<file path="src/rtl/gpr_pkg.sv">
// Shared constants and types for the working register bank.
// Assumes an 8-bit core with 32 registers and three pointer pairs at the top.
package gpr_pkg;
    localparam int NUM_REGS   = 32;
    localparam int IDX_W      = $clog2(NUM_REGS);
    localparam int SHORT_BASE = NUM_REGS / 2;
    localparam int PTR_BASE   = NUM_REGS - 6;
    localparam int NUM_PTRS   = 3;

    typedef enum logic [1:0] {
        PM_PLAIN   = 2'd0,
        PM_DISP    = 2'd1,
        PM_POSTINC = 2'd2,
        PM_PREDEC  = 2'd3
    } ptr_mode_e;
endpackage

</file>
<file path="src/rtl/gpr_index_decode.sv">
// Turns raw register selects into file indices.
// In short mode the 4-bit field is offset into the upper half of the file.
// Assumes the select width equals IDX_W.
module gpr_index_decode
    import gpr_pkg::*;
(
    input  logic             clk,
    input  logic             rst_n,
    input  logic             op_short,
    input  logic [IDX_W-1:0] sel_a,
    input  logic [IDX_W-1:0] sel_w,
    output logic [IDX_W-1:0] idx_a,
    output logic [IDX_W-1:0] idx_w
);
    localparam logic [IDX_W-1:0] BASE = IDX_W'(SHORT_BASE);

    // Map both selects through the short-field rule when requested.
    always_comb begin
        if (op_short) begin
            idx_a = BASE | {1'b0, sel_a[IDX_W-2:0]};
            idx_w = BASE | {1'b0, sel_w[IDX_W-2:0]};
        end else begin
            idx_a = sel_a;
            idx_w = sel_w;
        end
    end

    // short mode can only reach the upper half
    assert_short_upper_R3: assert property (@(posedge clk) disable iff (!rst_n)
        op_short |-> (idx_a[IDX_W-1] && idx_w[IDX_W-1]));
endmodule

</file>
<file path="src/rtl/gpr_ptr_unit.sv">
// Effective-address and next-value arithmetic for one selected pointer pair.
// Purely combinational; the caller supplies the pair bytes and applies the update.
module gpr_ptr_unit
    import gpr_pkg::*;
#(
    parameter int DATA_W = 8,
    parameter int DISP_W = 6
) (
    input  logic [DATA_W-1:0]   pair_lo,
    input  logic [DATA_W-1:0]   pair_hi,
    input  ptr_mode_e           mode,
    input  logic [DISP_W-1:0]   disp,
    output logic [2*DATA_W-1:0] addr,
    output logic                upd_en,
    output logic [2*DATA_W-1:0] upd_val
);
    localparam int PW = 2 * DATA_W;

    logic [PW-1:0] cur;
    logic [PW-1:0] inc;
    logic [PW-1:0] dec;

    // Full-width add and subtract so carry and borrow cross the byte boundary.
    always_comb begin
        cur = {pair_hi, pair_lo};
        inc = cur + PW'(1);
        dec = cur - PW'(1);
    end

    // Pick the address and the write-back value by mode.
    always_comb begin
        upd_en  = 1'b0;
        upd_val = cur;
        case (mode)
            PM_PLAIN:   addr = cur;
            PM_DISP:    addr = cur + PW'(disp);
            PM_POSTINC: begin addr = cur; upd_en = 1'b1; upd_val = inc; end
            default:    begin addr = dec; upd_en = 1'b1; upd_val = dec; end
        endcase
    end
endmodule

</file>
<file path="src/rtl/gpr_storage.sv">
// Register array with a three-way write merge per byte.
// Priority per register: data-space write, then pointer update, then ALU write.
// Assumes indices are already decoded and the data-space enable is already gated by the hit.
module gpr_storage
    import gpr_pkg::*;
#(
    parameter int DATA_W = 8
) (
    input  logic                clk,
    input  logic                rst_n,
    input  logic                alu_we,
    input  logic [IDX_W-1:0]    alu_idx,
    input  logic [DATA_W-1:0]   alu_data,
    input  logic                ptr_we,
    input  logic [IDX_W-1:0]    ptr_lo_idx,
    input  logic [IDX_W-1:0]    ptr_hi_idx,
    input  logic [2*DATA_W-1:0] ptr_val,
    input  logic                ds_we,
    input  logic [IDX_W-1:0]    ds_idx,
    input  logic [DATA_W-1:0]   ds_data,
    output logic [DATA_W-1:0]   regs [NUM_REGS]
);
    logic [DATA_W-1:0] mem [NUM_REGS];
    logic [DATA_W-1:0] nxt [NUM_REGS];

    // Next value of every register under the fixed write priority.
    always_comb begin
        for (int i = 0; i < NUM_REGS; i++) begin
            if (ds_we && ds_idx == IDX_W'(i))
                nxt[i] = ds_data;
            else if (ptr_we && ptr_lo_idx == IDX_W'(i))
                nxt[i] = ptr_val[DATA_W-1:0];
            else if (ptr_we && ptr_hi_idx == IDX_W'(i))
                nxt[i] = ptr_val[2*DATA_W-1:DATA_W];
            else if (alu_we && alu_idx == IDX_W'(i))
                nxt[i] = alu_data;
            else
                nxt[i] = mem[i];
        end
    end

    // State update with synchronous clear.
    always_ff @(posedge clk) begin
        if (!rst_n) begin
            for (int i = 0; i < NUM_REGS; i++) mem[i] <= '0;
        end else begin
            for (int i = 0; i < NUM_REGS; i++) mem[i] <= nxt[i];
        end
    end

    assign regs = mem;

    // first cycle out of reset sees an all-zero file
    assert_reset_clear_R9: assert property (@(posedge clk) disable iff (!rst_n)
        $rose(rst_n) |-> (mem[0] == '0 && mem[NUM_REGS-1] == '0 && mem[PTR_BASE] == '0));

    // a data-space store always lands
    assert_ds_store_R4: assert property (@(posedge clk) disable iff (!rst_n)
        ds_we |=> mem[$past(ds_idx)] == $past(ds_data));

    // an uncontested ALU write lands
    assert_alu_store_R2: assert property (@(posedge clk) disable iff (!rst_n)
        (alu_we && !(ds_we && ds_idx == alu_idx)
                && !(ptr_we && (ptr_lo_idx == alu_idx || ptr_hi_idx == alu_idx)))
        |=> mem[$past(alu_idx)] == $past(alu_data));

    // a pointer update beats the ALU but yields to a store
    assert_ptr_over_alu_R8: assert property (@(posedge clk) disable iff (!rst_n)
        (ptr_we && !(ds_we && ds_idx == ptr_lo_idx))
        |=> mem[$past(ptr_lo_idx)] == $past(ptr_val[DATA_W-1:0]));
endmodule

</file>
<file path="src/rtl/gpr_bank.sv">
// Working register bank: two operand reads, ALU write-back, data-space window
// at addresses 0x00-0x1F and three self-updating 16-bit pointer pairs.
// Assumes a single clock; all reads are combinational and show pre-edge state.
module gpr_bank
    import gpr_pkg::*;
#(
    parameter int DATA_W = 8,
    parameter int ADDR_W = 16,
    parameter int DISP_W = 6
) (
    input  logic                clk,
    input  logic                rst_n,
    input  logic [4:0]          rd_a_sel,
    input  logic [4:0]          rd_b_sel,
    input  logic                op_short,
    output logic [DATA_W-1:0]   rd_a_data,
    output logic [DATA_W-1:0]   rd_b_data,
    input  logic                alu_we,
    input  logic [4:0]          alu_sel,
    input  logic [DATA_W-1:0]   alu_wdata,
    input  logic [ADDR_W-1:0]   ds_addr,
    input  logic                ds_we,
    input  logic [DATA_W-1:0]   ds_wdata,
    output logic [DATA_W-1:0]   ds_rdata,
    output logic                ds_hit,
    input  logic [1:0]          ptr_sel,
    input  logic [1:0]          ptr_mode,
    input  logic [DISP_W-1:0]   ptr_disp,
    output logic [2*DATA_W-1:0] ptr_addr
);
    localparam int PW = 2 * DATA_W;

    logic [IDX_W-1:0]  idx_a;
    logic [IDX_W-1:0]  idx_w;
    logic [IDX_W-1:0]  ds_idx;
    logic [IDX_W-1:0]  lo_idx;
    logic [IDX_W-1:0]  hi_idx;
    logic [1:0]        grp;
    logic              upd_en;
    logic [PW-1:0]     upd_val;
    logic              ds_wr;
    logic              ds_on_pair;
    logic [DATA_W-1:0] regs [NUM_REGS];
    logic [PW-1:0]     pair_val [NUM_PTRS];

    gpr_index_decode u_dec (
        .clk      (clk),
        .rst_n    (rst_n),
        .op_short (op_short),
        .sel_a    (rd_a_sel),
        .sel_w    (alu_sel),
        .idx_a    (idx_a),
        .idx_w    (idx_w)
    );

    // Window decode: only addresses below the file size hit.
    always_comb begin
        ds_hit = (ds_addr[ADDR_W-1:IDX_W] == '0);
        ds_idx = ds_addr[IDX_W-1:0];
        ds_wr  = ds_we && ds_hit;
    end

    // Pointer group: select 3 folds onto the last pair.
    always_comb begin
        grp    = (ptr_sel == 2'd3) ? 2'd2 : ptr_sel;
        lo_idx = IDX_W'(PTR_BASE) + {2'b00, grp, 1'b0};
        hi_idx = lo_idx | IDX_W'(1);
    end

    gpr_ptr_unit #(.DATA_W(DATA_W), .DISP_W(DISP_W)) u_ptr (
        .pair_lo (regs[lo_idx]),
        .pair_hi (regs[hi_idx]),
        .mode    (ptr_mode_e'(ptr_mode)),
        .disp    (ptr_disp),
        .addr    (ptr_addr),
        .upd_en  (upd_en),
        .upd_val (upd_val)
    );

    gpr_storage #(.DATA_W(DATA_W)) u_store (
        .clk        (clk),
        .rst_n      (rst_n),
        .alu_we     (alu_we),
        .alu_idx    (idx_w),
        .alu_data   (alu_wdata),
        .ptr_we     (upd_en),
        .ptr_lo_idx (lo_idx),
        .ptr_hi_idx (hi_idx),
        .ptr_val    (upd_val),
        .ds_we      (ds_wr),
        .ds_idx     (ds_idx),
        .ds_data    (ds_wdata),
        .regs       (regs)
    );

    // Operand and window read muxes.
    always_comb begin
        rd_a_data = regs[idx_a];
        rd_b_data = regs[rd_b_sel];
        ds_rdata  = ds_hit ? regs[ds_idx] : '0;
    end

    // Pair views used by the pointer checks.
    for (genvar g = 0; g < NUM_PTRS; g++) begin : g_pair
        assign pair_val[g] = {regs[PTR_BASE + 2*g + 1], regs[PTR_BASE + 2*g]};
    end

    // Whether a store touches either byte of the selected pair.
    always_comb ds_on_pair = ds_wr && (ds_idx == lo_idx || ds_idx == hi_idx);

    // post-increment leaves the pair one past the address given out
    assert_postinc_step_R6: assert property (@(posedge clk) disable iff (!rst_n)
        (ptr_mode == 2'd2 && !ds_on_pair)
        |=> pair_val[$past(grp)] == $past(ptr_addr) + PW'(1));

    // pre-decrement leaves the pair equal to the address given out
    assert_predec_match_R7: assert property (@(posedge clk) disable iff (!rst_n)
        (ptr_mode == 2'd3 && !ds_on_pair)
        |=> pair_val[$past(grp)] == $past(ptr_addr));

    // plain and displacement modes leave the pair alone without other writes
    assert_plain_stable_R5: assert property (@(posedge clk) disable iff (!rst_n)
        (ptr_mode < 2'd2 && !ds_on_pair && !(alu_we && (idx_w == lo_idx || idx_w == hi_idx)))
        |=> pair_val[$past(grp)] == $past(pair_val[grp]));
endmodule

</file>
<file path="config.mk">
export PLATFORM = sky130hd
export DESIGN_NAME = gpr_bank
export DESIGN_NICKNAME = d
export VERILOG_FILES = /design/src/rtl/gpr_pkg.sv /design/src/rtl/gpr_index_decode.sv /design/src/rtl/gpr_ptr_unit.sv /design/src/rtl/gpr_storage.sv /design/src/rtl/gpr_bank.sv
export SDC_FILE = /design/constraint.sdc
export NUM_CORES = 1
export LEC_CHECK = 0
export BUFFER_PORTS_ARGS = -buffer_cell sky130_fd_sc_hd__buf_4
export CAP_MARGIN = 20
export CORE_AREA = 2 2 185 187
export DETAILED_ROUTE_END_ITERATION = 8
export DIE_AREA = 0 0 187 189
export GPL_TIMING_DRIVEN = 0
export PLACE_DENSITY_LB_ADDON = 0.12
export SKIP_CTS_REPAIR_TIMING = 1
export SLEW_MARGIN = 20
export SYNTH_ARGS = -nofsm -noshare
export SYNTH_HDL_FRONTEND = slang
export SYNTH_SLANG_ARGS = --single-unit
</file>
<file path="constraint.sdc">
create_clock -name clk -period 3.65 [get_ports clk]
set_clock_uncertainty 0.15 [all_clocks]
set_input_delay 0.365 -clock clk [delete_from_list [all_inputs] [get_ports clk]]
set_output_delay 0.365 -clock clk [all_outputs]
set_load 0.03 [all_outputs]
</file>
==> impl_metrics.ini <==
[status]
status = complete, but fails checks
failed_checks = hold timing, setup timing

[flow_run]
timing.max_cap.violations = 0

[sta]
fmax_ghz = 0.2705
slew-limit-headroom_pct = 11.64
final-setup-viol-count = 7
final_max_slew_viol_count = 0
whs_ns = -0.01812
rsz0062_at_grt = yes
tightest_slew_ns = 1.325
finalCritPeriodShare_pct = 101.3
period_needed_ns = 3.697
setup_ws_ns = -0.04693
hold_viol = 2

[floorplan]
die_y_um = 189
core-area_mm2 = 0.03328
fp-row-count = 67
die-area_mm2 = 0.03534
pin_count = 103
die_x_um = 187
initial_core_util_pct = 59.38

[logic_synthesis]
postSynthAreaPerCell_um2 = 10.06
ys_top_cells_by_area = mux4_2 27%, dfxtp_1 26%, mux2i_1 9.8%, a211oi_1 5.2%, nor2_1 4.5%
yosysTopAreaCell = mux4_2
yosys_register_bits = 256
yosys_warnings = 0
syn_nets = 2037
syn_area_mm2 = 0.01976
synthArstFlopShare_pct = 0
syn_inst = 1965
ys_types = 75
synth_flop_cell = dfxtp_1
synth-seq-area-share_pct = 25.93
synth_top_area_share_pct = 27.35
synth_edf_count = 0

[route]
wl_per_cell_um = 36.23
drt_iter0_drc = 4184
vias = 20330
dr.pass1.iters = 9
drtAntennaViolNets = 0
wl_mm = 93.58
viasPerCell = 7.870
remaining_drc_errors = 0

[worst_setup_path]
cp_slowest_cell = clkbuf_1
critPathRequiredTime_ns = 3.13
startpoint_type = input port
path_delay_family = buffers and inverters
critPathArrivalTime_ns = 3.18
path_cells = clkbuf_1 -> clkbuf_1 -> mux4_2 -> mux4_2 -> mux2_2 -> buf_4
path_class = in2out
critPathMaxStageDelay_ns = 0.65
crit_fanout = 10
critPathCaptureType = output port
crit_buf_inv = 3

[global_routing]
grt_usage_pct = 51.61
overflow = 0
grt_max_degree = 17
antenna_found_initial = 12
grt_pass1_wl_mm = 130.2
grt_pass1_vias = 18130

[power_and_ir_drop]
powerDensity_mw_per_mm2 = 346.7
power_leakage_nw = 8.951
peakVddDrop_mv = 0.4264
power.total_mw = 7.760

[finish]
area_delta_synth_final_pct = 13.26
drive_gt1_share_pct = 25.45
final_common_cell = dfxtp_1
multiInputGateArea_mm2 = 0.01391
fin_nets = 2180
final_cell_mix = 248 x dfxtp_1, 240 x mux4_2, 232 x nor2_1
ff_latch_area_mm2 = 0.005140
largest_register_ffs = 256
design_area_mm2 = 0.02238
final.fill_count = 2630

[clocking]
clockBufferDepth = 3
clock_latency_ns = 0.63
clockRootBuffer = clkbuf_16
htreeDepth = 1
cts_inserted_buffers = 31
clk_pin_slew_worst_paths_ns = 0.06
cts_tree = done
cts.sinks = 256

[place]
dp_hpwl_mm = 69.64
placedInstanceArea_mm2 = 0.02100
io_buffers = 87
gp_congestion = 1.115

[worst_hold_path]
hp-class = in2reg
==> area by class of cell <==
| type | count | area share (%) |
|---|---|---|
| inverters | 13 | 0.2516 |
| well taps | 448 | 2.504 |
| clock inverters | 10 | 0.6261 |
| plain buffers | 194 | 3.667 |
| clock buffers | 45 | 4.058 |
| diodes | 5 | 0.05590 |
| repair buffers | 110 | 3.745 |
| multi-input cells | 1502 | 62.13 |
| flip-flops and latches | 256 | 22.96 |
==> cell usage after synthesis, drive strengths merged, types with 2 or more instances <==
master and count:
xnor2 22, o22a 5, or2 3, clkbuf 145
ha 9, nand3b 2, nor4 7, o211ai 19
o21ai 47, a221oi 8, nand2b 10, and2 3
a311oi 18, o211a 64, nor4b 3, nor3b 2
buf 49, a221o 3, nor2b 8, a21o 3
nor2 235, inv 13, xor2 8, o221ai 11
nand2 195, nand3 91, nor3 21, o32ai 4
a21oi 44, a211oi 138, nand4 5, o22ai 12
o21a 10, mux2i 196, dfxtp 256, a211o 2
or3 11, and3 5, mux4 240, mux2 26
==> worst reg2reg max path, stage by stage (launching register included) <==
cell and delay (ns):
dfxtp_4 0.36, mux2i_1 0.07, o21a_2 0.25, clkinv_4 0.08
buf_4 0.12, buf_4 0.10, ha_1 0.16, nor2b_1 0.18
o211ai_1 0.16, nor4_1 0.42, a41oi_2 0.20, xnor2_1 0.42
a221oi_2 0.13
==> cells by family (layout without fill, tap and decap cells) <==
| group | count (synthesis) | after routing | synth area share (%) |
|---|---|---|---|
| AOI/OAI and AO/OA | 396 | 396 | 15.36 |
| xor gates and xnor gates | 30 | 30 | 1.330 |
| muxes | 462 | 462 | 38.91 |
| adders and majority gates | 10 | 10 | 0.6712 |
| and+or+nand+nor | 604 | 604 | 13.54 |
| DFF | 256 | 256 | 25.93 |
| other | 0 | 5 | 0 |
| buffers and inverters | 207 | 372 | 4.255 |
==> power breakdown <==
group	internal [mW]	total, mW	switching (mW)
combinational	0.520	1.52	1.00
clock	1.93	3.31	1.39
sequential	2.84	2.93	0.0851
total	5.29	7.76	2.47
==> worst paths after layout <==
check / startpoint / to / slack (ns) / depth (start not counted)
max reg2reg: u_store.regs[40]$_SDFFE_PN0P_ / u_store.regs[38]$_SDFFE_PN0P_ / 0.68 / 12
min: ds_wdata[4] / u_store.regs[28]$_SDFFE_PN0P_ / -0.02 / 3
min reg2reg: u_store.regs[255]$_SDFFE_PN0P_ / u_store.regs[255]$_SDFFE_PN0P_ / 0.38 / 2
max: rd_b_sel[1] / rd_b_data[3] / -0.05 / 6
==> through the flow <==
stage | hold WS, ns | util [%] | setup slack [ns] | TNS [ns] | instances
finish | -0.01812 | 67.25 | -0.04693 | -0.1978 | 2583
global route | 0.01328 | 67.22 | -0.1320 | -0.4069 | 2578
CTS | -0.1005 | 66.26 | -0.5313 | -3.845 | 2556
detailed placement | 0.3522 | 63.11 | -0.2892 | -3.276 | 2501
global placement | 0.3432 | 63.02 | -0.2618 | -12.56 | 2500
floorplan | 0.3259 | - | 0.1182 | 0 | 1965
==> metal layers <==
metal	vias up	share of wire (%)	wire, um	track usage, %
met3	492	20	18290	27.60
li1	7940	-	-	-
met4	12	7.8	7292	30.22
met1	9724	34	32260	66.48
met5	-	0.14	132	1.511
met2	2161	38	35600	67.93
No activity file was read; power rests on OpenSTA's default activity.
